--- config.mk ---
export PLATFORM = sky130hd
export DESIGN_NAME = erq_ctrl
export DESIGN_NICKNAME = d
export VERILOG_FILES = /design/src/rtl/erq_pkg.sv /design/src/rtl/erq_tick.sv /design/src/rtl/erq_pick.sv /design/src/rtl/erq_selmask.sv /design/src/rtl/erq_ctrl.sv
export SDC_FILE = /design/constraint.sdc
export NUM_CORES = 1
export LEC_CHECK = 0
export BUFFER_PORTS_ARGS = -buffer_cell sky130_fd_sc_hd__buf_4
export CAP_MARGIN = 40
export CORE_ASPECT_RATIO = 0.9
export CORE_MARGIN = 5
export CORE_UTILIZATION = 45
export CTS_BUF_LIST = sky130_fd_sc_hd__clkbuf_8
export DETAILED_ROUTE_END_ITERATION = 10
export HOLD_SLACK_MARGIN = 0.06
export PLACE_DENSITY = 0.78
export SLEW_MARGIN = 20
export SYNTH_ARGS = -nofsm -noshare
export SYNTH_HDL_FRONTEND = slang
export SYNTH_SLANG_ARGS = --single-unit
--- constraint.sdc ---
create_clock -name clk -period 4.56 [get_ports clk]
set_input_delay 1.14 -clock clk [delete_from_list [all_inputs] [get_ports clk]]
set_output_delay 1.14 -clock clk [all_outputs]
set_load 0.03 [all_outputs]
--- src/rtl/erq_pkg.sv ---
package erq_pkg;

    typedef enum logic [2:0] {
        ST_IDLE,
        ST_COLLECT,
        ST_ERASE,
        ST_HALTING,
        ST_PAUSED,
        ST_PROTWAIT,
        ST_DONE
    } erq_state_e;

    typedef struct packed {
        logic set;
        logic clear;
        logic prune;
        logic flush;
    } mask_ctl_t;

    function automatic int max3(input int a, input int b, input int c);
        int m;
        m = (a > b) ? a : b;
        return (m > c) ? m : c;
    endfunction

endpackage

--- src/rtl/erq_tick.sv ---
module erq_tick #(
    parameter int CW = 8
) (
    input  logic          clk,
    input  logic          rst,
    input  logic          clr,
    input  logic [CW-1:0] limit,
    output logic          expired
);
    logic [CW-1:0] cnt;
    logic [CW:0]   cnt_inc;

    assign cnt_inc = {1'b0, cnt} + 1'b1;
    assign expired = (cnt_inc == {1'b0, limit});

    always_ff @(posedge clk) begin
        if (rst || clr) cnt <= '0;
        else            cnt <= cnt_inc[CW-1:0];
    end
endmodule

--- src/rtl/erq_pick.sv ---
module erq_pick #(
    parameter int N  = 64,
    parameter int IW = $clog2(N)
) (
    input  logic [N-1:0]  vec,
    output logic [IW-1:0] idx,
    output logic          any
);
    always_comb begin
        idx = '0;
        for (int i = N - 1; i >= 0; i--) begin
            if (vec[i]) idx = IW'(i);
        end
    end
    assign any = |vec;
endmodule

--- src/rtl/erq_selmask.sv ---
module erq_selmask
    import erq_pkg::*;
#(
    parameter int N  = 64,
    parameter int IW = $clog2(N)
) (
    input  logic          clk,
    input  logic          rst,
    input  mask_ctl_t     ctl,
    input  logic [IW-1:0] set_idx,
    input  logic [IW-1:0] clr_idx,
    input  logic [N-1:0]  prot,
    output logic [N-1:0]  mask
);
    for (genvar g = 0; g < N; g++) begin : g_bit
        always_ff @(posedge clk) begin
            if (rst || ctl.flush)                     mask[g] <= 1'b0;
            else if (ctl.prune)                       mask[g] <= mask[g] & ~prot[g];
            else if (ctl.set && set_idx == IW'(g))    mask[g] <= 1'b1;
            else if (ctl.clear && clr_idx == IW'(g))  mask[g] <= 1'b0;
        end
    end
endmodule

--- src/rtl/erq_ctrl.sv ---
module erq_ctrl
    import erq_pkg::*;
#(
    parameter int NUM_BLK     = 64,
    parameter int WINDOW_CYC  = 50,
    parameter int HALT_CYC    = 15,
    parameter int ALLPROT_CYC = 100
) (
    input  logic                       clk,
    input  logic                       rst,
    input  logic                       sel_valid,
    input  logic [$clog2(NUM_BLK)-1:0] sel_block,
    input  logic                       suspend_req,
    input  logic                       resume_req,
    input  logic                       read_array,
    input  logic [NUM_BLK-1:0]         prot_mask,
    input  logic                       eng_done,
    output logic                       eng_run,
    output logic [$clog2(NUM_BLK)-1:0] cur_block,
    output logic [NUM_BLK-1:0]         erase_mask,
    output logic                       started,
    output logic                       suspended,
    output logic                       busy,
    output logic                       finished
);
    localparam int BLK_W = $clog2(NUM_BLK);
    localparam int MAXL  = max3(WINDOW_CYC, HALT_CYC, ALLPROT_CYC);
    localparam int CNT_W = $clog2(MAXL + 1);

    erq_state_e          state_q, state_nx;
    logic                pre_q, pre_nx;
    logic [BLK_W-1:0]    cur_q, cur_nx;
    mask_ctl_t           ctl;
    logic [NUM_BLK-1:0]  mask_q;
    logic [NUM_BLK-1:0]  pick_in;
    logic [BLK_W-1:0]    pick_idx;
    logic                pick_any;
    logic [CNT_W-1:0]    tmr_limit;
    logic                tmr_clr;
    logic                tmr_exp;
    logic                sel_take;
    logic                resume_ok;

    // Candidate list: at launch the unprotected listed blocks, while
    // erasing the listed blocks minus the one in progress.
    assign pick_in = (state_q == ST_ERASE)
                   ? (mask_q & ~(NUM_BLK'(1) << cur_q))
                   : (mask_q & ~prot_mask);

    erq_pick #(.N(NUM_BLK), .IW(BLK_W)) u_pick (
        .vec (pick_in),
        .idx (pick_idx),
        .any (pick_any)
    );

    erq_selmask #(.N(NUM_BLK), .IW(BLK_W)) u_mask (
        .clk     (clk),
        .rst     (rst),
        .ctl     (ctl),
        .set_idx (sel_block),
        .clr_idx (cur_q),
        .prot    (prot_mask),
        .mask    (mask_q)
    );

    always_comb begin
        case (state_q)
            ST_HALTING:  tmr_limit = CNT_W'(HALT_CYC);
            ST_PROTWAIT: tmr_limit = CNT_W'(ALLPROT_CYC);
            default:     tmr_limit = CNT_W'(WINDOW_CYC);
        endcase
    end

    erq_tick #(.CW(CNT_W)) u_tick (
        .clk     (clk),
        .rst     (rst),
        .clr     (tmr_clr),
        .limit   (tmr_limit),
        .expired (tmr_exp)
    );

    assign resume_ok = resume_req && read_array;

    always_comb begin
        state_nx = state_q;
        pre_nx   = pre_q;
        cur_nx   = cur_q;
        ctl      = '0;
        sel_take = 1'b0;
        case (state_q)
            ST_IDLE: begin
                if (sel_valid) begin
                    sel_take = 1'b1;
                    ctl.set  = 1'b1;
                    state_nx = ST_COLLECT;
                end
            end
            ST_COLLECT: begin
                if (suspend_req) begin
                    pre_nx   = 1'b1;
                    state_nx = ST_PAUSED;
                end else if (sel_valid) begin
                    sel_take = 1'b1;
                    ctl.set  = 1'b1;
                end else if (tmr_exp) begin
                    ctl.prune = 1'b1;
                    cur_nx    = pick_idx;
                    state_nx  = pick_any ? ST_ERASE : ST_PROTWAIT;
                end
            end
            ST_ERASE: begin
                if (suspend_req) begin
                    state_nx = ST_HALTING;
                end else if (eng_done) begin
                    ctl.clear = 1'b1;
                    if (pick_any) cur_nx = pick_idx;
                    else          state_nx = ST_DONE;
                end
            end
            ST_HALTING: begin
                if (tmr_exp) begin
                    pre_nx   = 1'b0;
                    state_nx = ST_PAUSED;
                end
            end
            ST_PAUSED: begin
                if (resume_ok) begin
                    pre_nx = 1'b0;
                    if (pre_q) begin
                        ctl.prune = 1'b1;
                        cur_nx    = pick_idx;
                        state_nx  = pick_any ? ST_ERASE : ST_PROTWAIT;
                    end else begin
                        state_nx = ST_ERASE;
                    end
                end
            end
            ST_PROTWAIT: begin
                if (tmr_exp) state_nx = ST_DONE;
            end
            ST_DONE: begin
                ctl.flush = 1'b1;
                state_nx  = ST_IDLE;
            end
            default: state_nx = ST_IDLE;
        endcase
    end

    assign tmr_clr = (state_nx != state_q) || sel_take;

    always_ff @(posedge clk) begin
        if (rst) begin
            state_q <= ST_IDLE;
            pre_q   <= 1'b0;
            cur_q   <= '0;
        end else begin
            state_q <= state_nx;
            pre_q   <= pre_nx;
            cur_q   <= cur_nx;
        end
    end

    assign eng_run    = (state_q == ST_ERASE);
    assign cur_block  = cur_q;
    assign erase_mask = mask_q;
    assign suspended  = (state_q == ST_PAUSED);
    assign finished   = (state_q == ST_DONE);
    assign busy       = (state_q != ST_IDLE) && (state_q != ST_DONE);
    assign started    = (state_q == ST_ERASE) || (state_q == ST_HALTING) ||
                        (state_q == ST_PROTWAIT) ||
                        ((state_q == ST_PAUSED) && !pre_q);
endmodule

==> results of run 1 <==
through the flow:
| step | total power, µW | std cells | util, % | area (µm²) |
|---|---|---|---|---|
| floorplan | 918.7 | 1026 | - | 6964 |
| global placement | 1074 | 1366 | 55.72 | 8514 |
| CTS | 1661 | 1385 | 57.35 | 8762 |
| detailed placement | 1077 | 1369 | 55.95 | 8548 |
| finish | 1675 | 1386 | 57.42 | 8773 |
| global route | 1726 | 1386 | 57.42 | 8773 |
state kept, by name, summed over array words and instances (netlist names):
register,cells
state_q,3
u_tick.cnt,7
pre_q,1
cur_block,6
u_mask.mask,64
tightest hold or removal path: cells and delay by family (launching register included):
kind / cells / cell delay [ns]
AND/OR/NAND/NOR: 1 / 0.08
AO/OA/AOI/OAI: 1 / 0.06
flip-flops: 1 / 0.34
power by group through the flow:
stage / clock [µW] / combinational, µW / sequential, µW
finish: 600 / 346 / 729
global route: 631 / 365 / 730
CTS: 599 / 334 / 728
detailed placement: 0 / 332 / 745
global placement: 0 / 329 / 745
floorplan: 0 / 170 / 749
logic make-up (layout without fill, tap and decap cells):
group | Yosys count | after routing | synth area share [%]
xor+xnor | 6 | 6 | 0.7547
compound gates | 458 | 458 | 39.78
buf+inv | 101 | 259 | 5.713
mux | 3 | 3 | 0.4312
flops | 81 | 81 | 23.28
fa+ha+maj | 1 | 1 | 0.1796
simple gates | 376 | 376 | 29.86
cells in the mapped netlist, types with 7 or more instances:
cell type  instances
o21a_1             8
nand3b_1          43
a21oi_1          108
nor2b_1           17
nor3_1            14
buf_2              9
dfxtp_1           81
nor4_1            11
inv_1             35
nor2_1            65
or3_1              9
a21o_1             8
nand2b_1           8
o211ai_1           8
a22oi_1           12
a31oi_1            9
nand2_1           97
o21ai_0          182
and2_1             7
and3_1            31
o22ai_1           14
a21boi_0          38
clkbuf_1          49
or2_2              7
nand3_1           32
a221oi_1          10
worst max-delay path by stage:
stage,endpoint,cells past startpoint
floorplan,u_tick.cnt[1],9
global placement,u_tick.cnt[1],12
detailed placement,u_tick.cnt[2],11
CTS,u_tick.cnt[2],12
global route,cur_block[4],10
finish,cur_block[5],13
layout make-up:
cell class | instances | area share, %
well taps | 202 | 2.881
inverters | 36 | 1.540
multi-input cells | 844 | 56.49
repair buffers | 207 | 18.17
flip-flops and latches | 81 | 18.48
clock buffers | 11 | 1.726
clock inverters | 5 | 0.7131
layer usage:
layer  GRT usage [%]  up-vias  routed length [µm]
met5               0        -                   0
met3           12.31       89                4819
met4           12.82        0                1181
met2           51.61      690               14260
li1                -     4130                   -
met1           51.39     4278               14230
==> results.yml, run 1 <==
outcome:
  status: "complete, no violations"
setup_path:
  cp_slowest_stage_delay_ns: 0.51
  crit_path_end_kind: "flip-flop"
  cp-startpoint: "state_q[1]"
  rr_worst_depth: 13
  crit_path_max_fanout: 42
  timing.rr.start: "state_q[1]"
  reg2reg_to: "cur_block[5]"
  cp_data_required_time_ns: 4.88
  worstPathCellList: "or3b_2, buf_12, inv_2, o21ai_0, o22ai_1, nor4bb_1, nor4bb_1, buf_4, nor4b_4, buf_4, a211o_1, or4_1, a21oi_1"
  worst_path_max_delay_cell: "inv_2"
  worst-setup-path-type: "flip-flop to flip-flop"
  critical_path.startpoint_type: "flip-flop"
  arrival_ns: 4.35
  crit_buf_inv: 4
  crit_family: "simple AND/OR/NAND/NOR gates"
  ff2ff_setup_slack_ns: 0.53
global_route:
  antenna_found_initial: 1
  grt_pass1_vias: 8177
  grt_usage_pct: 36.47
  grt_first_pass_wirelength_um: 49910
  grt_max_degree: 49
  grt_remaining_overflow: 0
logic_synthesis:
  synth_nets: 1104
  synth-async-reset-ratio_pct: 0
  ys_seq_area_share_pct: 23.28
  synth_area_um2: 6964
  syn_inst: 1026
  yosys_warnings: 0
  ys_seq_elements: 81
  synth_cell_type_count: 77
  yosysTopAreaCell: "dfxtp_1"
  syn_avg_cell_area_um2: 6.788
  synthFlopType: "dfxtp_1"
  yosysTopAreaCellShare_pct: 23.28
  yosys-top-cells-area: "dfxtp_1, o21ai_0, a21oi_1, nand2_1, nand3b_1"
  synth_edf_count: 0
timing:
  period_share_pct: 88.34
  worst-slew-pin-transition_ns: 0.8811
  max_freq_ghz: 0.2482
  slew_viol_final: 0
  slew_headroom_pct: 41.09
  tns_ns: 0
  finalSetupViolCount: 0
  fin_crit_ns: 4.029
  clock_skew_ns: 0.008333
  rsz0062_at_grt: "false"
  timing.final.ws_setup_ns: 0.5315
  hold_viol_final: 0
  holdWs_ns: 0.5175
job:
  drv_cap: 0
layout:
  final_cell_mix: "buf_4, o21ai_0, a21oi_1, nand2_1, dfxtp_1"
  final_common_cell: "buf_4"
  drive_above_1_share_pct: 20.86
  multi_input_area_um2: 4956
  diodes: 0
  fillers: 1498
  finalNetCount: 1257
  regArea_um2: 1622
  area_growth_pct: 25.98
cts:
  cts_buffers: 9
  cts_sinks: 81
  htreeDepth: 3
  insertion_delay_ns: 0.38
  post-cts-setup-buffer-count: 0
  clockBufferDepth: 2
  cts_resized: 0
  clkTransAtPathRegs_ns: 0.09
  tritoncts: "built"
  cts_root_buf: "clkbuf_8"
  postCtsHoldBufs: 0
die:
  core_area_um2: 15280
  chipHeight_um: 128.0
  initial_core_util_pct: 45.58
  num_rows: 43
  die-width_um: 141.1
  ios: 152
  die-area_um2: 18070
route:
  wl_per_cell_um: 24.89
  totalWireLength_um: 34490
  drt-vias-per-instance: 6.628
  final_antenna_net_count: 0
  drc: 0
  dr.pass1.iters: 8
  vias: 9187
  drtIter0Drc: 1317
placement:
  gp_congestion: 1.077
  port-buffer-count: 151
  pre_cts_slack_ns: 0.5202
  dpl.hpwl_um: 26690
power_and_ir_drop:
  p_sw_uw: 530.9
  power_frac_comb_pct: 20.7
  p_per_area_nw_per_um2: 190.9
  cell_internal_pwr_uw: 1144
  p_leak_uw: 0.003499
  vdd_drop_max_mv: 0.1283
  p_sw_share_pct: 31.69
  seq_power_share_pct: 43.5
  power_frac_clock_pct: 35.8
hold_path:
  min-delay-start: "u_mask.mask[17]"
  holdPathStages: 2
  hold_end: "u_mask.mask[17]"
  hold_class: "flip-flop to flip-flop"
(Power assumes the default switching activity.)
==> run 2, diff against run 1 <==
==> constraint.sdc (replaced) <==
create_clock -name clk -period 4.56 [get_ports clk]
set_input_delay 0.456 -clock clk [delete_from_list [all_inputs] [get_ports clk]]
set_output_delay 0.456 -clock clk [all_outputs]
set_load 0.03 [all_outputs]
==> results.yml, run 2 (synthesis gave the netlist of run 1 again) <==
layout:
  diodes: 0
  fillers: 1544
  final_common_cell: "buf_4"
  area_growth_pct: 24.49
  multi_input_area_um2: 4956
  drive_above_1_share_pct: 19.91
  regArea_um2: 1622
  fin_cells: 1372
  finalNetCount: 1243
  final_cell_mix: "buf_4, o21ai_0, a21oi_1, nand2_1, dfxtp_1"
  largest-register: "u_mask.mask"
  largest_register_ffs: 64
  final_util_pct: 56.74
global_route:
  grt_usage_pct: 35.21
  grt_remaining_overflow: 0
  grt_pass1_vias: 8134
  antenna_found_initial: 1
  grt_first_pass_wirelength_um: 48870
  grt_max_degree: 69
setup_path:
  cp_common_cell: "nor4bb_1"
  cp_data_required_time_ns: 4.87
  critical_path.startpoint_type: "flip-flop"
  crit_path_end_kind: "flip-flop"
  worstPathCellList: "nor2b_1, nand3_1, a22oi_1, nor4bb_1, nor4bb_1, nor4b_4, buf_4, mux2i_1, o211ai_4, nor4b_2"
  cp_slowest_stage_delay_ns: 0.66
  ff2ff_setup_slack_ns: 0.29
  crit_path_max_fanout: 12
  worst-setup-path-type: "flip-flop to flip-flop"
  worst_path_max_delay_cell: "nor4bb_1"
  arrival_ns: 4.57
power_and_ir_drop:
  p_per_area_nw_per_um2: 197.3
  vdd_drop_max_mv: 0.2085
  p_leak_uw: 0.003444
cts:
  postCtsHoldBufs: 0
  post-cts-setup-buffer-count: 0
  cts_buffers: 9
  clkTransAtPathRegs_ns: 0.11
  cts_resized: 0
  htreeDepth: 3
  clockBufferDepth: 2
  tritoncts: "built"
  cts_sinks: 81
  cts_root_buf: "clkbuf_8"
  insertion_delay_ns: 0.39
route:
  vias: 9074
  drt-vias-per-instance: 6.614
  final_antenna_net_count: 0
  totalWireLength_um: 33120
  drc: 0
  wl_per_cell_um: 24.14
  drtIter0Drc: 1166
  dr.pass1.iters: 10
timing:
  worst-slew-pin-transition_ns: 0.8882
  clock_skew_ns: 0.01821
  fin_crit_ns: 4.268
  finalSetupViolCount: 0
  tns_ns: 0
  hold_viol_final: 0
  slew_headroom_pct: 40.79
  slew_viol_final: 0
  max_freq_ghz: 0.2343
  period_share_pct: 93.59
  holdWs_ns: 0.3257
  rsz0062_at_grt: "false"
placement:
  port-buffer-count: 151
  dpl.hpwl_um: 25260
  gp_congestion: 1.064
  placedCellCount: 1354
die:
  ios: 152
  core_area_um2: 15280
  die-width_um: 141.1
  num_rows: 43
  initial_core_util_pct: 45.58
  die-area_um2: 18070
  chipHeight_um: 128.0
outcome:
  status: "complete, no violations"
hold_path:
  hold_class: "primary input to flip-flop"
job:
  drv_cap: 0
==> run 2: cell count changes in the layout (fill, tap and decap cells not counted), sizes merged <==
cell and delta:
buf -14, bufinv +1, clkbuf -1, clkdlybuf4s18 -1, inv +2, clkinvlp -1
==> run 2: path summary, 6_finish.rpt <==
kind | start | to | depth (start not counted)
max | cur_block[1] | u_tick.cnt[1] | 10
min | prot_mask[35] | u_mask.mask[35] | 3
max reg2reg | cur_block[1] | u_tick.cnt[1] | 10
min reg2reg | u_mask.mask[63] | u_mask.mask[63] | 2
==> run 2: metal layers <==
| metal | global-route usage [%] | part of all wire (%) |
|---|---|---|
| met2 | 47.69 | 40 |
| met1 | 50.95 | 42 |
| met3 | 12.16 | 14 |
| met4 | 13.11 | 3.5 |
| met5 | 0 | 0.060 |
==> run 2: area by class of cell <==
cell class	count	share of cell area, %
Sequential cell	81	18.70
Tap cell	202	2.915
Clock buffer	9	1.429
Timing Repair Buffer	193	16.96
Inverter	36	1.559
Multi-Input combinational cell	844	57.17
Clock inverter	7	1.270
==> run 2: report_power, final <==
part / internal [µW] / total [µW] / switching (µW) / leakage (µW)
sequential: 716 / 729 / 13.3 / 0.000653
clock: 319 / 649 / 330 / 0.000114
combinational: 134 / 332 / 198 / 0.00268
==> run 2: stage by stage <==
stage               area (µm²)  power, µW  setup slack [ns]
floorplan                 6964      918.7             1.006
global placement          8402       1067            0.5402
global route              8670       1763           0.07530
CTS                       8660       1704            0.4374
detailed placement        8426       1066            0.4712
finish                    8670       1711            0.2922
==> run 2: worst max-delay path, delay by kind of cell, from the launching register on <==
family          cells  cell delay, ns
mux                 1            0.29
flops               1            0.57
buf+inv             1            0.22
simple gates        6            2.56
compound gates      2            0.53
==> run 3, diff against run 2 <==
CTS_BUF_LIST = not set   (was sky130_fd_sc_hd__clkbuf_8)
==> results.yml, run 3 (synthesis gave the netlist of run 1 again) <==
outcome:
  status: "complete, no violations"
global_route:
  grt_pass1_vias: 8141
  grt_max_degree: 69
  grt_usage_pct: 35.26
  grt_first_pass_wirelength_um: 49000
  grt_remaining_overflow: 0
  antenna_found_initial: 1
cts:
  insertion_delay_ns: 0.36
  cts_sinks: 81
  post-cts-setup-buffer-count: 0
  htreeDepth: 3
  tritoncts: "built"
  cts_buffers: 9
  cts_root_buf: "clkbuf_16"
  clockBufferDepth: 2
  postCtsHoldBufs: 0
  cts_resized: 0
  clkTransAtPathRegs_ns: 0.07
setup_path:
  crit_path_max_fanout: 12
  cp_slowest_stage_delay_ns: 0.66
  arrival_ns: 4.59
  rr_worst_depth: 10
  cp_data_required_time_ns: 4.83
  cp_common_cell: "nor4bb_1"
  critical_path.startpoint_type: "flip-flop"
  worst_path_max_delay_cell: "nor4bb_1"
  timing.rr.start: "cur_block[1]"
  worst-setup-path-type: "flip-flop to flip-flop"
  crit_path_end_kind: "flip-flop"
  reg2reg_to: "u_tick.cnt[1]"
  worstPathCellList: "nor2b_1, nand3_1, a22oi_1, nor4bb_1, nor4bb_1, nor4b_4, buf_4, mux2i_1, o211ai_4, nor4b_2"
  ff2ff_setup_slack_ns: 0.24
hold_path:
  hold_end: "u_mask.mask[41]"
  hold_class: "primary input to flip-flop"
  holdPathStages: 3
  min-delay-start: "prot_mask[41]"
route:
  drtIter0Drc: 1135
  totalWireLength_um: 33240
  drc: 0
  vias: 9082
  final_antenna_net_count: 0
  dr.pass1.iters: 6
  drt-vias-per-instance: 6.620
  wl_per_cell_um: 24.23
timing:
  worst-slew-pin-transition_ns: 0.8828
  fin_crit_ns: 4.317
  finalSetupViolCount: 0
  slew_headroom_pct: 41.15
  period_share_pct: 94.67
  max_freq_ghz: 0.2317
  rsz0062_at_grt: "false"
  slew_viol_final: 0
  tns_ns: 0
  hold_viol_final: 0
  clock_skew_ns: 0.01193
die:
  ios: 152
  die-width_um: 141.1
  die-area_um2: 18070
  initial_core_util_pct: 45.58
  chipHeight_um: 128.0
  num_rows: 43
  core_area_um2: 15280
power_and_ir_drop:
  vdd_drop_max_mv: 0.2684
  p_leak_uw: 0.003490
  p_per_area_nw_per_um2: 217.0
job:
  drv_cap: 0
layout:
  fillers: 1518
  drive_above_1_share_pct: 19.91
  final_util_pct: 57.40
  largest-register: "u_mask.mask"
  finalNetCount: 1243
  largest_register_ffs: 64
  diodes: 0
  fin_cells: 1372
  final_common_cell: "buf_4"
  final_cell_mix: "buf_4, o21ai_0, a21oi_1, nand2_1, dfxtp_1"
  area_growth_pct: 25.94
placement:
  port-buffer-count: 151
  gp_congestion: 1.064
  dpl.hpwl_um: 25260
  placedCellCount: 1354
## run 3: metrics by stage
stage | hold WS (ns) | setup slack (ns) | power (µW) | area, µm²
final | 0.3703 | 0.2433 | 1903 | 8771
after global routing | 0.3820 | 0.02706 | 1955 | 8771
after CTS | 0.3644 | 0.4342 | 1898 | 8761
after detailed placement | 0.5037 | 0.4712 | 1066 | 8426
after global placement | 0.4985 | 0.5402 | 1067 | 8402
after floorplan | 0.4703 | 1.006 | 918.7 | 6964
## run 3: layer usage
metal  track usage, %  up-vias  routed length [µm]
li1                 -     4112                   -
met1            50.26     4239               14240
met2            47.52      646               13310
met3            13.54       85                4562
met4            13.39        0                1122
met5                0        -                   0
## run 3: critical path, delay by kind of cell (launching register included)
kind                   cells  cell delay (ns)
buffers and inverters      1             0.22
muxes                      1             0.29
and+or+nand+nor            6             2.62
DFF                        1             0.56
AOI/OAI and AO/OA          2             0.53
## run 3: how the worst max path moves through the flow
stage / slack, ns / startpoint / cells after the start / end
2_1_floorplan: 1.01 / cur_block[3] / 10 / u_tick.cnt[1]
3_5_place_dp: 0.47 / cur_block[1] / 10 / u_tick.cnt[1]
5_1_grt: 0.03 / cur_block[1] / 10 / u_tick.cnt[6]
3_3_place_gp: 0.54 / cur_block[1] / 10 / u_tick.cnt[1]
6_report: 0.24 / cur_block[1] / 10 / u_tick.cnt[1]
4_1_cts: 0.43 / cur_block[1] / 10 / u_tick.cnt[1]
## run 3: final cells by class
class	count	area [µm²]	share of cell area, %
inverters	36	135.1	1.541
flip-flops and latches	81	1622	18.49
clock inverters	7	110.1	1.255
clock buffers	9	225.2	2.568
multi-input cells	844	4956	56.50
repair buffers	193	1470	16.76
well taps	202	252.7	2.882
## run 3: power by group
group	switching, µW	total (µW)	internal [µW]
logic	198	332	134
clock network	350	842	491
registers	13.2	729	716
